==> config.mk <==
export PLATFORM = sky130hd
export DESIGN_NAME = irq_route_ctrl
export DESIGN_NICKNAME = d
export VERILOG_FILES = /design/src/rtl/irq_route_pkg.sv /design/src/rtl/irq_sync.sv /design/src/rtl/irq_regfile.sv /design/src/rtl/irq_router.sv /design/src/rtl/irq_route_ctrl.sv
export SDC_FILE = /design/constraint.sdc
export NUM_CORES = 1
export LEC_CHECK = 0
export ABC_CLOCK_PERIOD_IN_PS = 3900
export BUFFER_PORTS_ARGS = -buffer_cell sky130_fd_sc_hd__buf_2
export CAP_MARGIN = 0
export CELL_PAD_IN_SITES_DETAIL_PLACEMENT = 2
export CELL_PAD_IN_SITES_GLOBAL_PLACEMENT = 2
export CORE_MARGIN = 1
export CORE_UTILIZATION = 38
export CTS_CLUSTER_SIZE = 20
export DETAILED_ROUTE_END_ITERATION = 7
export GPL_TIMING_DRIVEN = 0
export PLACE_DENSITY = 0.93
export SYNTH_ARGS = -nofsm -noshare
export SYNTH_HDL_FRONTEND = slang
export SYNTH_SLANG_ARGS = --single-unit
==> constraint.sdc <==
create_clock -name clk -period 3.9 [get_ports clk]
set_clock_uncertainty 0.2 [all_clocks]
set_input_delay 0.975 -clock clk [delete_from_list [all_inputs] [get_ports clk]]
set_output_delay 0.975 -clock clk [all_outputs]
set_load 0.02 [all_outputs]
==> src/rtl/irq_route_pkg.sv <==
// Shared constants and the pin-to-field map for the interrupt routing controller.
// Assumes two groups of 16 sources, 3-bit select fields, four select words.
package irq_route_pkg;

    localparam int GROUPS   = 2;
    localparam int SRC_W    = 16;
    localparam int FIELD_W  = 3;
    localparam int SEL_REGS = 4;
    localparam int DATA_W   = 16;
    localparam int ADDR_W   = 5;

    // Byte offsets inside the banks
    localparam logic [ADDR_W-1:0] OFS_PEND    = 5'h00;
    localparam logic [ADDR_W-1:0] OFS_SEL0    = 5'h04;
    localparam logic [ADDR_W-1:0] OFS_SEL1    = 5'h06;
    localparam logic [ADDR_W-1:0] OFS_MASK_A  = 5'h0C;
    localparam logic [ADDR_W-1:0] OFS_SEL2    = 5'h1C;
    localparam logic [ADDR_W-1:0] OFS_SEL3    = 5'h1E;
    localparam logic [ADDR_W-1:0] OFS_MASK_B  = 5'h06;

    // Bits of each select word that hold a field, and reset contents
    localparam logic [DATA_W-1:0] SEL_IMPL [SEL_REGS] = '{16'h7FFF, 16'h0FC7, 16'h7FFF, 16'h7FFF};
    localparam logic [DATA_W-1:0] SEL_RST  [SEL_REGS] = '{16'h0040, 16'h0000, 16'h0002, 16'h0000};

    typedef struct packed {
        logic       has;
        logic [1:0] word;
        logic [3:0] lsb;
    } field_loc_t;

    // Location of the select field of a pin, or has=0 when the pin has none
    function automatic field_loc_t field_of(input int grp, input int pin);
        field_loc_t f;
        f = '{has: 1'b0, word: 2'd0, lsb: 4'd0};
        if (grp == 0) begin
            case (pin)
                0, 1, 2, 3: f = '{has: 1'b1, word: 2'd0, lsb: 4'(pin * 3)};
                8:          f = '{has: 1'b1, word: 2'd0, lsb: 4'd12};
                9:          f = '{has: 1'b1, word: 2'd1, lsb: 4'd0};
                11:         f = '{has: 1'b1, word: 2'd1, lsb: 4'd6};
                12:         f = '{has: 1'b1, word: 2'd1, lsb: 4'd9};
                default:    f.has = 1'b0;
            endcase
        end else begin
            case (pin)
                0, 1:             f = '{has: 1'b1, word: 2'd2, lsb: 4'(pin * 3)};
                3, 4, 5:          f = '{has: 1'b1, word: 2'd2, lsb: 4'((pin - 1) * 3)};
                6, 7, 8, 9, 10:   f = '{has: 1'b1, word: 2'd3, lsb: 4'((pin - 6) * 3)};
                default:          f.has = 1'b0;
            endcase
        end
        return f;
    endfunction

    // Line used by a pin that has no select field
    function automatic logic [FIELD_W-1:0] fixed_line(input int grp, input int pin);
        return (grp == 1 && pin == 2) ? 3'd3 : 3'd0;
    endfunction

endpackage

==> src/rtl/irq_sync.sv <==
// Multi-stage synchroniser for a vector of level inputs.
// Assumes each bit is an independent slow level; no bus coherency is implied.
module irq_sync #(
    parameter int W      = 16,
    parameter int STAGES = 2
) (
    input  logic         clk,
    input  logic         rst_n,
    input  logic [W-1:0] d,
    output logic [W-1:0] q
);
    logic [W-1:0] stage [STAGES];

    // Shift the input through the flop chain
    always_ff @(posedge clk) begin
        if (!rst_n) begin
            for (int i = 0; i < STAGES; i++) stage[i] <= '0;
        end else begin
            stage[0] <= d;
            for (int i = 1; i < STAGES; i++) stage[i] <= stage[i-1];
        end
    end

    assign q = stage[STAGES-1];
endmodule

==> src/rtl/irq_regfile.sv <==
// Register bank: enable masks, select words and the registered read path.
// Assumes pending words come from the synchronisers and are read-only here.
module irq_regfile
    import irq_route_pkg::*;
(
    input  logic              clk,
    input  logic              rst_n,
    input  logic              bus_wr,
    input  logic              bus_bank,
    input  logic [ADDR_W-1:0] bus_addr,
    input  logic [DATA_W-1:0] bus_wdata,
    output logic [DATA_W-1:0] bus_rdata,
    input  logic [SRC_W-1:0]  pend_a,
    input  logic [SRC_W-1:0]  pend_b,
    output logic [SRC_W-1:0]  mask_a,
    output logic [SRC_W-1:0]  mask_b,
    output logic [DATA_W-1:0] sel_word [SEL_REGS]
);
    localparam logic [ADDR_W-1:0] SEL_OFS [SEL_REGS] = '{OFS_SEL0, OFS_SEL1, OFS_SEL2, OFS_SEL3};

    logic wr_a, wr_b;
    assign wr_a = bus_wr && !bus_bank;
    assign wr_b = bus_wr &&  bus_bank;

    // Enable masks: cleared by reset, written whole
    always_ff @(posedge clk) begin
        if (!rst_n) begin
            mask_a <= '0;
            mask_b <= '0;
        end else begin
            if (wr_a && bus_addr == OFS_MASK_A) mask_a <= bus_wdata;
            if (wr_b && bus_addr == OFS_MASK_B) mask_b <= bus_wdata;
        end
    end

    // Select words, one per generate slice, keeping only implemented bits
    for (genvar r = 0; r < SEL_REGS; r++) begin : g_sel
        always_ff @(posedge clk) begin
            if (!rst_n)                         sel_word[r] <= SEL_RST[r];
            else if (wr_a && bus_addr == SEL_OFS[r]) sel_word[r] <= bus_wdata & SEL_IMPL[r];
        end
    end

    // Read mux, registered so data follows the address by one clock
    always_ff @(posedge clk) begin
        if (!rst_n) begin
            bus_rdata <= '0;
        end else if (!bus_bank) begin
            case (bus_addr)
                OFS_PEND:   bus_rdata <= pend_a;
                OFS_MASK_A: bus_rdata <= mask_a;
                OFS_SEL0:   bus_rdata <= sel_word[0];
                OFS_SEL1:   bus_rdata <= sel_word[1];
                OFS_SEL2:   bus_rdata <= sel_word[2];
                OFS_SEL3:   bus_rdata <= sel_word[3];
                default:    bus_rdata <= '0;
            endcase
        end else begin
            case (bus_addr)
                OFS_PEND:   bus_rdata <= pend_b;
                OFS_MASK_B: bus_rdata <= mask_b;
                default:    bus_rdata <= '0;
            endcase
        end
    end
endmodule

==> src/rtl/irq_router.sv <==
// Steers each enabled pending source to its line and registers the OR per line.
// Assumes select fields above the last line number mean line 0.
module irq_router
    import irq_route_pkg::*;
#(
    parameter int NUM_LINES = 5
) (
    input  logic                 clk,
    input  logic                 rst_n,
    input  logic [SRC_W-1:0]     pend_a,
    input  logic [SRC_W-1:0]     pend_b,
    input  logic [SRC_W-1:0]     mask_a,
    input  logic [SRC_W-1:0]     mask_b,
    input  logic [DATA_W-1:0]    sel_word [SEL_REGS],
    output logic [NUM_LINES-1:0] irq_line
);
    localparam logic [FIELD_W-1:0] MAX_LINE = FIELD_W'(NUM_LINES - 1);

    logic [SRC_W-1:0]   en [GROUPS];
    logic [FIELD_W-1:0] sel [GROUPS][SRC_W];
    logic [NUM_LINES-1:0] nxt;

    assign en[0] = pend_a & mask_a;
    assign en[1] = pend_b & mask_b;

    // Per-pin effective line: field if present, else fixed; illegal values fold to 0
    for (genvar g = 0; g < GROUPS; g++) begin : g_grp
        for (genvar p = 0; p < SRC_W; p++) begin : g_pin
            localparam field_loc_t LOC = field_of(g, p);
            logic [FIELD_W-1:0] raw;
            if (LOC.has) begin : g_field
                assign raw = sel_word[LOC.word][LOC.lsb +: FIELD_W];
            end else begin : g_fixed
                assign raw = fixed_line(g, p);
            end
            assign sel[g][p] = (raw > MAX_LINE) ? '0 : raw;
        end
    end

    // OR network: a line is set by any enabled source steered to it
    always_comb begin
        nxt = '0;
        for (int l = 0; l < NUM_LINES; l++)
            for (int g = 0; g < GROUPS; g++)
                for (int p = 0; p < SRC_W; p++)
                    if (en[g][p] && sel[g][p] == FIELD_W'(l)) nxt[l] = 1'b1;
    end

    // Output register
    always_ff @(posedge clk) begin
        if (!rst_n) irq_line <= '0;
        else        irq_line <= nxt;
    end
endmodule

==> src/rtl/irq_route_ctrl.sv <==
// Top of the two-group interrupt routing controller.
// Assumes asynchronous level sources and a bus driven synchronously to clk.
module irq_route_ctrl
    import irq_route_pkg::*;
#(
    parameter int NUM_LINES   = 5,
    parameter int SYNC_STAGES = 2
) (
    input  logic                 clk,
    input  logic                 rst_n,
    input  logic [15:0]          src_a,
    input  logic [15:0]          src_b,
    input  logic                 bus_wr,
    input  logic                 bus_bank,
    input  logic [4:0]           bus_addr,
    input  logic [15:0]          bus_wdata,
    output logic [15:0]          bus_rdata,
    output logic [NUM_LINES-1:0] irq_line
);
    logic [SRC_W-1:0]  pend_a, pend_b, mask_a, mask_b;
    logic [DATA_W-1:0] sel_word [SEL_REGS];

    irq_sync #(.W(SRC_W), .STAGES(SYNC_STAGES)) u_sync_a (
        .clk(clk), .rst_n(rst_n), .d(src_a), .q(pend_a));
    irq_sync #(.W(SRC_W), .STAGES(SYNC_STAGES)) u_sync_b (
        .clk(clk), .rst_n(rst_n), .d(src_b), .q(pend_b));

    irq_regfile u_regs (
        .clk(clk), .rst_n(rst_n),
        .bus_wr(bus_wr), .bus_bank(bus_bank), .bus_addr(bus_addr),
        .bus_wdata(bus_wdata), .bus_rdata(bus_rdata),
        .pend_a(pend_a), .pend_b(pend_b),
        .mask_a(mask_a), .mask_b(mask_b), .sel_word(sel_word));

    irq_router #(.NUM_LINES(NUM_LINES)) u_route (
        .clk(clk), .rst_n(rst_n),
        .pend_a(pend_a), .pend_b(pend_b),
        .mask_a(mask_a), .mask_b(mask_b),
        .sel_word(sel_word), .irq_line(irq_line));
endmodule

==> results.md <==
- Vias: 7794
- Power per cell area: 428 nW/um^2
- Syn avg cell area: 8.59 sq um
- Global Route Usage Sum: 36.0%
- Unrepaired setup endpoints after global routing: no
- Share of cells above drive strength 1: 17.4%
- Critical path endpoint category: flop
- Commonest cells after routing, fill and taps aside: dfxtp_1 (171), nand2_1 (163), buf_2 (95)
- Cell count after placement: 1218
- Setup crit start kind: flop
- Core region area: 19500 sq um
- Drt initial violations: 781
- First-pass GRT wire length: 52400 um
- Area growth, synth to finish: 17.6%
- Final GP Congestion: 0.965
- WS Path Type: flop to flop
- I/O Pins: 78
- Vias in the first global route: 8141
- Setup violations, final: 0
- Final hold viol count: 0
- Post-CTS Hold Fix Bufs: 0
- Seq pwr share: 47.6%
- Net Sw Frac: 28.4%
- Share of the yosys chip area belonging to registers: 45.4%
- Final net count: 1029
- Worst Tran Pin Value: 1.17 ns
- Fin Hold WS: 0.236 ns
- TritonCTS Buffers: 17
- FILL cells: 2136
- Commonest non-fill, non-tap cell in the layout: dfxtp_1
- Final Cell Area: 8860 sq um
- Post-Syn Instances: 877
- Period utilisation layout: 74.2%
- DP HPWL: 25600 um
- Clock share of power: 47.0%
- CTS tree: built
- Post-cts sizing count: 0
- Initial antenna violation count: 0
- Max Clk Rate: 346 MHz
- Layout Cells excl Fill: 1250
- Placed instance area: 8250 sq um
- Residual DRC: 0
- Setup tns final: 0 ns
- Critical Path, Cell by Cell: nor4bb_1, a2111oi_0, nand3_1, o41a_1
- Die width: 143 um
- GRT Residual Overflow: 0
- CP Max Fanout: 7
- CP peak stage delay: 1.02 ns
- Synth unique cells: 59
- Drt pass-1 iters: 5
- Main synth FF type: dfxtp_1
- Max Root-Sink Buffers: 2
- Critical path arrival: 3.02 ns
- CTS sink cnt: 171
- Die area: 20400 sq um
- Setup WS pre-CTS: 0.677 ns
- Post-Syn Area: 7530 sq um
- PnR worst setup slack: 1.01 ns
- N_diodes: 0
- Yosys Warn Count: 0
- Logic pwr share: 5.4%
- Vias per cell: 6.24
- Req. time, crit path: 4.03 ns
- Slew Viols, Final: 0
- EDFF count, synth: 0
- Post-CTS setup buffer count: 0
- Crit path time final: 2.89 ns
- Detail Route Antenna Nets: 0
- Peak VDD IR: 0.252 mV
- Max-slew headroom: 20.0%
- Internal power consumption: 2.72 mW
- Worst path slowest cell: a2111oi_0
- Syn_nets: 934
- CTS H-tree lvls: 4
- Worst Hold Class: flop to flop
- Largest net degree at the start of global routing: 21
- Skew-Pair Late Insertion Delay: 0.45 ns
- Starting Density: 38.7%
- Die Y-Extent: 143 um
- Clock transition at path regs: 0.08 ns
- Detailed Route WL: 35700 um
- Row count: 51
- Wire per inst: 28.5 um
- Run status: completed
- Max-cap violations: 0
- Port bufs: 76
- Sw power: 1.08 mW
- Synth Register Bits: 171
- Pleak: 3.08 nW
- CTS root buf: clkbuf_16
- Async SR Flop Fraction: 0%
-- Yosys cell counts, types with 3 or more instances --
cell type / n / area share [%]
nor4b_1: 31 / 3.6
and3_1: 4 / 0.33
a222oi_1: 3 / 0.40
and2_1: 71 / 5.9
a22oi_1: 33 / 3.3
a22o_1: 15 / 1.7
mux2_2: 3 / 0.45
nor4bb_1: 6 / 0.80
nor3_1: 3 / 0.20
nor4_1: 7 / 0.58
o22ai_1: 11 / 0.91
a41oi_1: 4 / 0.46
nor2_1: 36 / 1.8
a31o_1: 3 / 0.35
dfxtp_1: 171 / 45
clkbuf_1: 30 / 1.5
a21oi_2: 9 / 1.0
inv_1: 3 / 0.15
buf_4: 7 / 0.70
o2bb2ai_1: 4 / 0.46
a31oi_1: 3 / 0.25
buf_6: 4 / 0.60
o21a_1: 3 / 0.30
nand4_1: 10 / 0.83
xnor2_1: 18 / 2.1
buf_2: 19 / 1.3
a21oi_1: 91 / 6.0
nand2_1: 163 / 8.1
nand3_1: 58 / 3.9
o21ai_1: 4 / 0.27
a22oi_2: 9 / 1.5
-- power groups by stage --
stage          clock (mW)  sequential [mW]  combinational, mW
6_report             1.78             1.81              0.206
4_1_cts              1.79             1.80              0.202
3_3_place_gp            0             1.84              0.186
3_5_place_dp            0             1.84              0.197
2_1_floorplan           0             1.83             0.0881
5_1_grt              1.86             1.81              0.214
-- per-layer routing --
metal / track usage, % / vias up / wire length, um
met3: 7.24 / 138 / 2870
met2: 58.6 / 443 / 16500
met5: 0 / - / 0
met4: 23.0 / 0 / 2180
met1: 43.5 / 3905 / 14100
li1: - / 3308 / -
-- worst max-delay path, delay by kind of cell (launching register included) --
family | cells | cell delay, ns
compound gates | 2 | 1.53
simple gates | 2 | 0.48
flops | 1 | 0.56
-- cell families (layout without fill, tap and decap cells) --
kind of cell | Yosys count | count (layout) | share of synthesized area (%)
mux | 4 | 4 | 0.581
flops | 171 | 171 | 45.4
simple gates | 408 | 408 | 28.1
buf+inv | 67 | 175 | 4.62
compound gates | 209 | 209 | 19.2
xor+xnor | 18 | 18 | 2.09
-- path summary, 6_finish.rpt --
path / slack (ns) / from / endpoint / depth (start not counted)
max: 1.01 / u_regs.sel_word[62]$_SDFFE_PN0P_ / u_route.irq_line[3]$_SDFF_PN0_ / 4
min: 0.24 / u_sync_a.stage[0][7]$_SDFF_PN0_ / u_sync_a.stage[0][23]$_SDFF_PN0_ / 1
max reg2reg: 1.01 / u_regs.sel_word[62]$_SDFFE_PN0P_ / u_route.irq_line[3]$_SDFF_PN0_ / 4
min reg2reg: 0.24 / u_sync_a.stage[0][7]$_SDFF_PN0_ / u_sync_a.stage[0][23]$_SDFF_PN0_ / 1
-- through the flow --
step	util [%]	total power, mW
after floorplan	-	1.92
after global placement	42.4	2.03
after detailed placement	42.4	2.04
after CTS	45.5	3.79
after global routing	45.5	3.88
final	45.5	3.79
-- registers in the layout, indices dropped and copies added, names as in the netlist --
name and cells:
u_regs.mask_b 16, u_regs.sel_word 54, u_sync_a.stage 32, u_route.irq_line 5, u_sync_b.stage 32, u_regs.bus_rdata 16
u_regs.mask_a 16
-- area by class of cell --
type	instances	area (sq um)	share of cell area [%]
clock inverters	15	189	2.13
flip-flops and latches	171	3420	38.6
multi-input cells	639	3760	42.5
well taps	265	332	3.74
plain buffers	63	333	3.76
clock buffers	17	425	4.80
repair buffers	76	380	4.29
inverters	4	15.0	0.169
No activity file was read; power rests on OpenSTA's default activity.
